**src/rtl/trig_log_pkg.sv**
```systemverilog
package trig_log_pkg;

    // Status word field positions (the occupancy occupies bits 7:0)
    localparam int ST_CNT_W  = 8;
    localparam int ST_EMPTY  = 8;
    localparam int ST_FULL   = 9;
    localparam int ST_TRIG   = 10;
    localparam int ST_FROZEN = 11;
    localparam int ST_W      = 32;

    typedef enum logic {
        MODE_PRE  = 1'b0,
        MODE_POST = 1'b1
    } log_mode_e;

endpackage

```
**src/rtl/trig_log_mem.sv**
```systemverilog
module trig_log_mem #(
    parameter int DEPTH = 128,
    parameter int WIDTH = 32,
    localparam int AW   = $clog2(DEPTH)
) (
    input  logic             clk,
    input  logic             rst_n,
    input  logic             wr_fire,
    input  logic [AW-1:0]    wr_addr,
    input  logic [WIDTH-1:0] wr_data,
    input  logic             rd_fire,
    input  logic             rd_zero,
    input  logic             rd_clear,
    input  logic [AW-1:0]    rd_addr,
    output logic [WIDTH-1:0] rd_data
);

    logic [WIDTH-1:0] mem_q [DEPTH];
    logic [WIDTH-1:0] rdat_d, rdat_q;

    // Storage array: no reset, written only on an accepted write
    always_ff @(posedge clk) begin
        if (wr_fire) begin
            mem_q[wr_addr] <= wr_data;
        end
    end

    // Read-data register: pop loads the oldest word, empty read or rearm loads zero
    always_comb begin
        rdat_d = rdat_q;
        if (rd_clear || rd_zero) begin
            rdat_d = '0;
        end else if (rd_fire) begin
            rdat_d = mem_q[rd_addr];
        end
    end

    always_ff @(posedge clk) begin
        if (!rst_n) begin
            rdat_q <= '0;
        end else begin
            rdat_q <= rdat_d;
        end
    end

    assign rd_data = rdat_q;

endmodule

```
**src/rtl/trig_log_ctrl.sv**
```systemverilog
module trig_log_ctrl
    import trig_log_pkg::*;
#(
    parameter int DEPTH = 128,
    localparam int AW   = $clog2(DEPTH),
    localparam int CW   = AW + 1,
    localparam int HALF = DEPTH / 2
) (
    input  logic          clk,
    input  logic          rst_n,
    input  logic          wr_en,
    input  logic          trig,
    input  logic          rearm,
    input  logic          rd_en,
    output logic          wr_fire,
    output logic [AW-1:0] wr_addr,
    output logic          rd_fire,
    output logic          rd_zero,
    output logic [AW-1:0] rd_addr,
    output logic [CW-1:0] count,
    output log_mode_e     mode,
    output logic          frozen
);

    typedef struct packed {
        logic [AW-1:0] wp;
        logic [AW-1:0] rp;
        logic [CW-1:0] cnt;
        log_mode_e     mode;
        logic          frozen;
    } ctrl_t;

    ctrl_t st_d, st_q;
    logic  wr_ok, rd_ok, drop, dec;

    always_comb begin
        st_d  = st_q;
        wr_ok = 1'b0;
        rd_ok = 1'b0;
        drop  = 1'b0;
        dec   = 1'b0;
        rd_zero = 1'b0;
        if (rearm) begin
            st_d = '0;
        end else begin
            rd_ok   = rd_en && (st_q.cnt != '0);
            rd_zero = rd_en && (st_q.cnt == '0);
            wr_ok   = wr_en && !st_q.frozen &&
                      ((st_q.cnt != CW'(DEPTH)) || rd_ok);
            // Pre-trigger window: make room by discarding the oldest entry
            drop    = wr_ok && (st_q.mode == MODE_PRE) &&
                      (st_q.cnt == CW'(HALF)) && !rd_ok;
            dec     = rd_ok || drop;
            st_d.wp  = st_q.wp + AW'(wr_ok);
            st_d.rp  = st_q.rp + AW'(dec);
            st_d.cnt = st_q.cnt + CW'(wr_ok) - CW'(dec);
            if ((st_q.mode == MODE_POST) && (st_d.cnt == CW'(DEPTH))) begin
                st_d.frozen = 1'b1;
            end
            if (trig) begin
                st_d.mode = MODE_POST;
            end
        end
    end

    always_ff @(posedge clk) begin
        if (!rst_n) begin
            st_q <= '0;
        end else begin
            st_q <= st_d;
        end
    end

    assign wr_fire = wr_ok;
    assign wr_addr = st_q.wp;
    assign rd_fire = rd_ok;
    assign rd_addr = st_q.rp;
    assign count   = st_q.cnt;
    assign mode    = st_q.mode;
    assign frozen  = st_q.frozen;

endmodule

```
**src/rtl/trig_log_fifo.sv**
```systemverilog
module trig_log_fifo
    import trig_log_pkg::*;
#(
    parameter int DEPTH = 128,
    parameter int WIDTH = 32
) (
    input  logic             clk,
    input  logic             rst_n,
    input  logic             wr_en,
    input  logic [WIDTH-1:0] wr_data,
    input  logic             trig,
    input  logic             rearm,
    input  logic             rd_en,
    output logic [WIDTH-1:0] rd_data,
    output logic [ST_W-1:0]  status
);

    localparam int AW = $clog2(DEPTH);
    localparam int CW = AW + 1;

    logic          wr_fire, rd_fire, rd_zero, frozen;
    logic [AW-1:0] wr_addr, rd_addr;
    logic [CW-1:0] count;
    log_mode_e     mode;

    trig_log_ctrl #(.DEPTH(DEPTH)) u_ctrl (
        .clk     (clk),
        .rst_n   (rst_n),
        .wr_en   (wr_en),
        .trig    (trig),
        .rearm   (rearm),
        .rd_en   (rd_en),
        .wr_fire (wr_fire),
        .wr_addr (wr_addr),
        .rd_fire (rd_fire),
        .rd_zero (rd_zero),
        .rd_addr (rd_addr),
        .count   (count),
        .mode    (mode),
        .frozen  (frozen)
    );

    trig_log_mem #(.DEPTH(DEPTH), .WIDTH(WIDTH)) u_mem (
        .clk      (clk),
        .rst_n    (rst_n),
        .wr_fire  (wr_fire),
        .wr_addr  (wr_addr),
        .wr_data  (wr_data),
        .rd_fire  (rd_fire),
        .rd_zero  (rd_zero),
        .rd_clear (rearm),
        .rd_addr  (rd_addr),
        .rd_data  (rd_data)
    );

    always_comb begin
        status                  = '0;
        status[ST_CNT_W-1:0]    = ST_CNT_W'(count);
        status[ST_EMPTY]        = (count == '0);
        status[ST_FULL]         = (count == CW'(DEPTH));
        status[ST_TRIG]         = (mode == MODE_POST);
        status[ST_FROZEN]       = frozen;
    end

endmodule

```
**config.mk**
```make
export PLATFORM = sky130hd
export DESIGN_NAME = trig_log_fifo
export DESIGN_NICKNAME = d
export VERILOG_FILES = /design/src/rtl/trig_log_pkg.sv /design/src/rtl/trig_log_mem.sv /design/src/rtl/trig_log_ctrl.sv /design/src/rtl/trig_log_fifo.sv
export SDC_FILE = /design/constraint.sdc
export NUM_CORES = 2
export LEC_CHECK = 0
export BUFFER_PORTS_ARGS = -buffer_cell sky130_fd_sc_hd__buf_2
export CAP_MARGIN = 10
export CORE_ASPECT_RATIO = 0.75
export CORE_UTILIZATION = 50
export DETAILED_ROUTE_END_ITERATION = 12
export PLACE_DENSITY = 0.65
export RECOVER_POWER = 100
export SYNTH_ARGS = -nofsm -noshare
export SYNTH_HDL_FRONTEND = slang
export SYNTH_SLANG_ARGS = --single-unit
```
**constraint.sdc**
```tcl
create_clock -name clk -period 8.15 [get_ports clk]
set_clock_uncertainty 0.05 [all_clocks]
set_input_delay 1.2225 -clock clk [delete_from_list [all_inputs] [get_ports clk]]
set_output_delay 1.2225 -clock clk [all_outputs]
set_load 0.01 [all_outputs]
```
### Yosys cells after proc, flatten, opt, wreduce, memory -nomap -nowiden

Memory sizes are Yosys's and may differ from the RTL's. A register that Yosys moved wholly into a read port is not among the register bits.
Cells that the tools add are included.

* register bits: 24
* RAM bits: 4096
* input bits: 38
* logic and storage cells: 38
* memories kept: 1

* $add $sub $neg: 4
* equal/unequal tests: 4
* multiplexer cells: 5
* bitwise operators: 2
* reduce and logical (&&, ||, !) cells: 17

Memory list
* u_mem.mem_q: depth 128, width 32, read ports 1, clocked after memory_dff 1, wr ports 1, line trig_log_mem.sv:18 `logic [WIDTH-1:0] mem_q [DEPTH];`

Operators with widths (number)
* 8-bit equality test, second input constant: 2
* 7-bit by 1-bit adder with 7-bit output: 2
* 8-bit by 1-bit adder with 8-bit output: 1
* 8-bit by 7-bit equality test with 1-bit output, second input constant: 1
* 1-bit logical AND: 8
* 8-bit zero test: 1
* 8-bit != test, second input constant: 1
* 8-bit nonzero test: 1
* 8-bit by 1-bit subtractor with 8-bit output: 1
* 1-bit 2-to-1 mux: 5
* 2-bit OR reduction: 2
* 1-bit logical OR: 3
* 1-bit zero test: 2
* 1-bit inverter: 2

### Logic depth before layout (Yosys ltp)

* word-level depth: 11
* depth in mapped cells: 17

### Cells and area by module

A second synthesis with hierarchy kept.

* cell total of the unflattened synthesis: 7193
* area, all modules: 160053.5 µm²

Modules (own cells, without submodules)
* trig_log_mem: times used 1, cells an instance 7013, area an instance 158503.3 µm²
* trig_log_ctrl: times used 1, cells an instance 152, area an instance 1340.0 µm²
* trig_log_fifo: times used 1, cells an instance 28, area an instance 210.2 µm²

### Least setup slack after synthesis

OpenSTA, ideal clock, no wires.

* path type: input -> register
* from: input rd_en
* to: memory u_mem.mem_q[111][0] (enable)
* library setup time: 0.421 ns
* arrival: 3.787 ns
* data required time: 7.679 ns
* path slack: 3.892 ns
* cell stages on the path: 7
* path buffers: 1
* path through: inv_1 > a21oi_1 > o21ai_0 > nor3b_1 > nand3_1 > clkbuf_1 > nor2_1

* word-level cells in the longest chain between the ends: 6

Ends and longest elaborated chain
* start: declaration: line trig_log_fifo.sv:13 `input logic rd_en,`
* 1-bit logical AND: line trig_log_ctrl.sv:46 `rd_ok = rd_en && (st_q.cnt != '0);`
* 1-bit logical OR: line trig_log_ctrl.sv:49 `((st_q.cnt != CW'(DEPTH)) || rd_ok);`
* 1-bit logical AND: line trig_log_ctrl.sv:48 `wr_ok = wr_en && !st_q.frozen &&`
* 1-bit 2-to-1 mux: line trig_log_ctrl.sv:43 `if (rearm) begin`
* 1-bit 2-to-1 mux: line trig_log_mem.sv:23 `if (wr_fire) begin`
* 1-bit 2-to-1 mux (implied by the code): line trig_log_mem.sv:24 `mem_q[wr_addr] <= wr_data;`
* end: declaration: line trig_log_mem.sv:18

No other way between the ends.

### Worst setup path in the final report

* from: register u_ctrl.st_q, in the netlist u_ctrl.count[4]
* to: memory u_mem.mem_q[98][24] (enable)

* word-level cells in the longest chain between the ends: 7
* elaborated cells between the ends (all ways): 8
* classes of those cells: eq/ne (1); mux (3); reduce/logical (4)

Ends and longest elaborated chain
* start: declaration: line trig_log_ctrl.sv:33 `ctrl_t st_d, st_q;`
* start signal: assignment: line trig_log_ctrl.sv:70 `st_q <= st_d;`
* 8-bit nonzero test: line trig_log_ctrl.sv:46
* 1-bit logical AND: line trig_log_ctrl.sv:46
* 1-bit logical OR *: line trig_log_ctrl.sv:49
* 1-bit logical AND *: line trig_log_ctrl.sv:48
* 1-bit 2-to-1 mux *: line trig_log_ctrl.sv:43
* 1-bit 2-to-1 mux *: line trig_log_mem.sv:23
* 1-bit 2-to-1 mux (implied by the code) *: line trig_log_mem.sv:24

Mark *: on every way between the ends. The rest lies on a longest branch, timed or not.

==> results.txt <==
The critical path in this run is classified as reg -> reg. IR analysis of the VDD net gives a maximum drop of 0.211 mV. The path with the worst hold slack has its endpoint at u_ctrl.frozen. Count of pins over their slew limit: 6883. The first global-routing pass estimated 635 mm of wire. The primary flip-flop cell chosen by synthesis mapping was edfxtp_1. The top cell types in the final layout, fill and taps aside, are edfxtp_1, mux4_2, mux2i_1. Clock-pin slew was measured on the worst setup and hold paths at 0.06 ns. The port buffer count is 81.

For the required time at the endpoint of the critical path, the log shows 8.55 ns. Global routing consumed, on the met1 layer, 42.7% of the routing resources. The number of enable flip-flop cells after synthesis is 4096.

The run gives 4152 as the clock sink total. The number of synthesized register bits is 4152, and the post-synthesis cell type count is 70. The worst hold path begins at u_ctrl.frozen.

Initial detailed-routing violation count: 14300. The cell at the root of the clock tree was clkbuf_16. The initial antenna violation count came out at 43.

Setup repair after global routing left no endpoint under its margin. Once the clock tree was built, the setup fixing pass inserted 0 buffers. Level count of the clock H-tree: 5. Measured in cells, the most critical reg-to-reg path has a length of 9. The tightest min-delay check is of the reg -> reg type.

The tools report the number of buffers created by CTS as 376. The worst register-to-register path begins at u_ctrl.count[4]. Number of remaining DRC errors: 10. The checks that failed: design-rule violations, max-capacitance violations, max-slew violations. For the worst setup path, the data arrival time is 7.04 ns. The total of hold buffers inserted after clock tree synthesis was 0; the final net count was 7524. The share of the cycle needed by the critical path after routing is 81.5%. The worst hold path was traced through 2 stages.

For this run, global-route usage on met3 was measured as 9.30%. The summed instance area of the synthesized netlist was 0.160 mm²; the clock tree buffer depth was 4. The stage delay of the slowest cell on the critical path is 2.62 ns, and the width of the die is 655 µm. The Yosys step of the flow raised 0 warnings. After global routing the overflow that remains totals 0. In this run the vertical extent of the chip is 492 µm. The register area share after synthesis was 77.7%.

For met2 alone, demand over resource in global routing was 41.0%. The routed wire length is 470 mm, and the average cell area after synthesis is 22.1 µm². Of all nets on the critical path, the largest fanout is 32. The count of nets left with antenna violations after detail routing was 0.

The worst-margin pin slew works out to 4.98 ns. The maximum number of pins on one net before global-route repair was 108; the via count was 80700. Ratio of cells with drive above 1 in the final layout: 20.9%.

102 I/O pins were placed. In the final timing run, aggregate negative setup slack is 0 ns. Setup violations remaining at the end of the flow were counted as 0.

The logs give 151 MHz for the upper clock frequency limit and 10 for the first-pass iteration count of the detailed router. The floorplan has 179 rows. TritonCTS built the clock tree. The flow ran to the end, but the final reports show violations. The cell family contributing the most delay on the critical path is simple AND/OR/NAND/NOR gates. The tools report the element type at the critical path end as a flop. The placeable core region is 0.318 mm².

The slowest stage of the critical path is the nor2_1 cell. met1 is the most crowded layer. For this configuration, the core starts out at a cell density of 50.3%. The post-layout minimum cycle time came out at 6.64 ns.

The area growth from synthesis to layout is 10.3%. The destination of the worst register-to-register timing path is u_mem.mem_q[98][24]. In the synthesized netlist the async set-or-reset flop fraction comes to 0%. The number of vias per cell after detailed routing works out to 6.71. The tools report the number of global-route vias before repair as 75900. The count of endpoints failing hold in the final timing report was 0. Power spread over the standard cell area amounts to 260 mW/mm².

Worst-case register-to-register setup slack: 1.51 ns. Setup slack closes at 1.51 ns. After detailed routing, the average wire length per cell comes to 39.1 µm. Once the clock tree was built, the resizer swapped 0 gates to a different size.

The critical path contains buffers and inverters numbering 2 combined. For this run, the total global-route usage over all layers was measured as 28.9%. Reported leakage power: 51.8 nW.

The die covers 0.322 mm². At the end of routability-driven placement, the weighted congestion stood at 0.956. The gate count of the mapped netlist is 7240. The later pin in the worst-skew pair is clocked with a latency of 0.95 ns. The signal on the critical path passes through inv_1 > ha_1 > and4bb_1 > a21oi_1 > o21ai_0 > clkbuf_1 > nor3_1 > nand2_4 > nor2_1. Leaving out fill and tap cells, the most frequent cell in the layout is edfxtp_1. Power comes to 45.8 mW. The HPWL after detailed placement is 288 mm. The max-capacitance violation count was 170.

Measured against its own limit, the worst slew margin works out to -232%. STA classifies the critical path startpoint as a flop. The worst setup slack after placement came out at 1.78 ns.
tightest hold or removal path: cells and delay by family, from the launching register on:
| kind | cells | cell delay, ns |
|---|---|---|
| AO/OA/AOI/OAI | 1 | 0.08 |
| AND/OR/NAND/NOR | 1 | 0.06 |
| flip-flops | 1 | 0.33 |
layer usage:
layer	vias to the layer above	part of all wire, %
met3	839	15
met4	14	3.9
met2	5856	43
met5	-	0.027
li1	31100	-
met1	42900	38
cell families after synthesis:
group | share of synthesized area [%]
DFF | 77.7
muxes | 15.8
AOI/OAI and AO/OA | 2.99
and+or+nand+nor | 1.44
buffers and inverters | 1.84
adders and majority gates | 0.146
xor gates and xnor gates | 0.0658
other | 0.00235
where the power goes:
group	total, mW	switching [mW]	internal [mW]
logic	4.85	2.94	1.92
clock network	17.3	7.72	9.59
registers	23.7	0.128	23.5
worst max path at each step:
stage	from	end	cells past startpoint
2_1_floorplan	rd_en	u_mem.mem_q[111][0]	7
4_1_cts	u_ctrl.count[4]	u_mem.mem_q[39][3]	9
3_5_place_dp	rd_en	u_mem.mem_q[39][17]	8
3_3_place_gp	rd_en	u_mem.mem_q[111][15]	8
5_1_grt	u_ctrl.count[4]	u_mem.mem_q[98][24]	9
6_report	u_ctrl.count[4]	u_mem.mem_q[98][24]	9
cell usage after synthesis, drive strengths merged, types with 29 or more instances:
cell	n	area, µm²
a211oi	46	345
a21oi	92	460
a221oi	43	377
a22oi	158	1190
buf	284	2290
clkbuf	150	563
dfxtp	56	1120
edfxtp	4096	123000
mux2i	530	5310
mux4	883	19900
nand2	131	492
nand3	89	445
nor2	195	734
nor3	29	145
o21ai	58	290
o221ai	50	438
o22ai	60	375
final cells by class:
type / count / area [µm²]
fillers: 23500 / 141000
flip-flops and latches: 4152 / 124000
multi-input cells: 2651 / 33200
clock buffers: 470 / 10000
well taps: 4253 / 5320
repair buffers: 265 / 1750
clock inverters: 193 / 1650
inverters: 22 / 82.6
diodes: 15 / 37.5
sequential cells by signal, summed over array words and instances (netlist names):
signal	flops
u_ctrl.count	8
u_ctrl.wr_addr	7
u_ctrl.rd_addr	7
u_mem.mem_q	4096
u_mem.rd_data	32
u_ctrl.mode	1
u_ctrl.frozen	1
metrics by stage:
step / area (µm²) / hold slack, ns / utilization [%] / instances
after detailed placement: 166000 / 0.458 / 52.1 / 11300
after floorplan: 160000 / 0.399 / - / 7259
after global placement: 166000 / 0.436 / 52.1 / 11300
after CTS: 177000 / 0.466 / 55.8 / 12000
final: 176000 / 0.471 / 55.5 / 12000
after global routing: 176000 / 0.505 / 55.5 / 12000
Power figures use the tool's default switching activity.
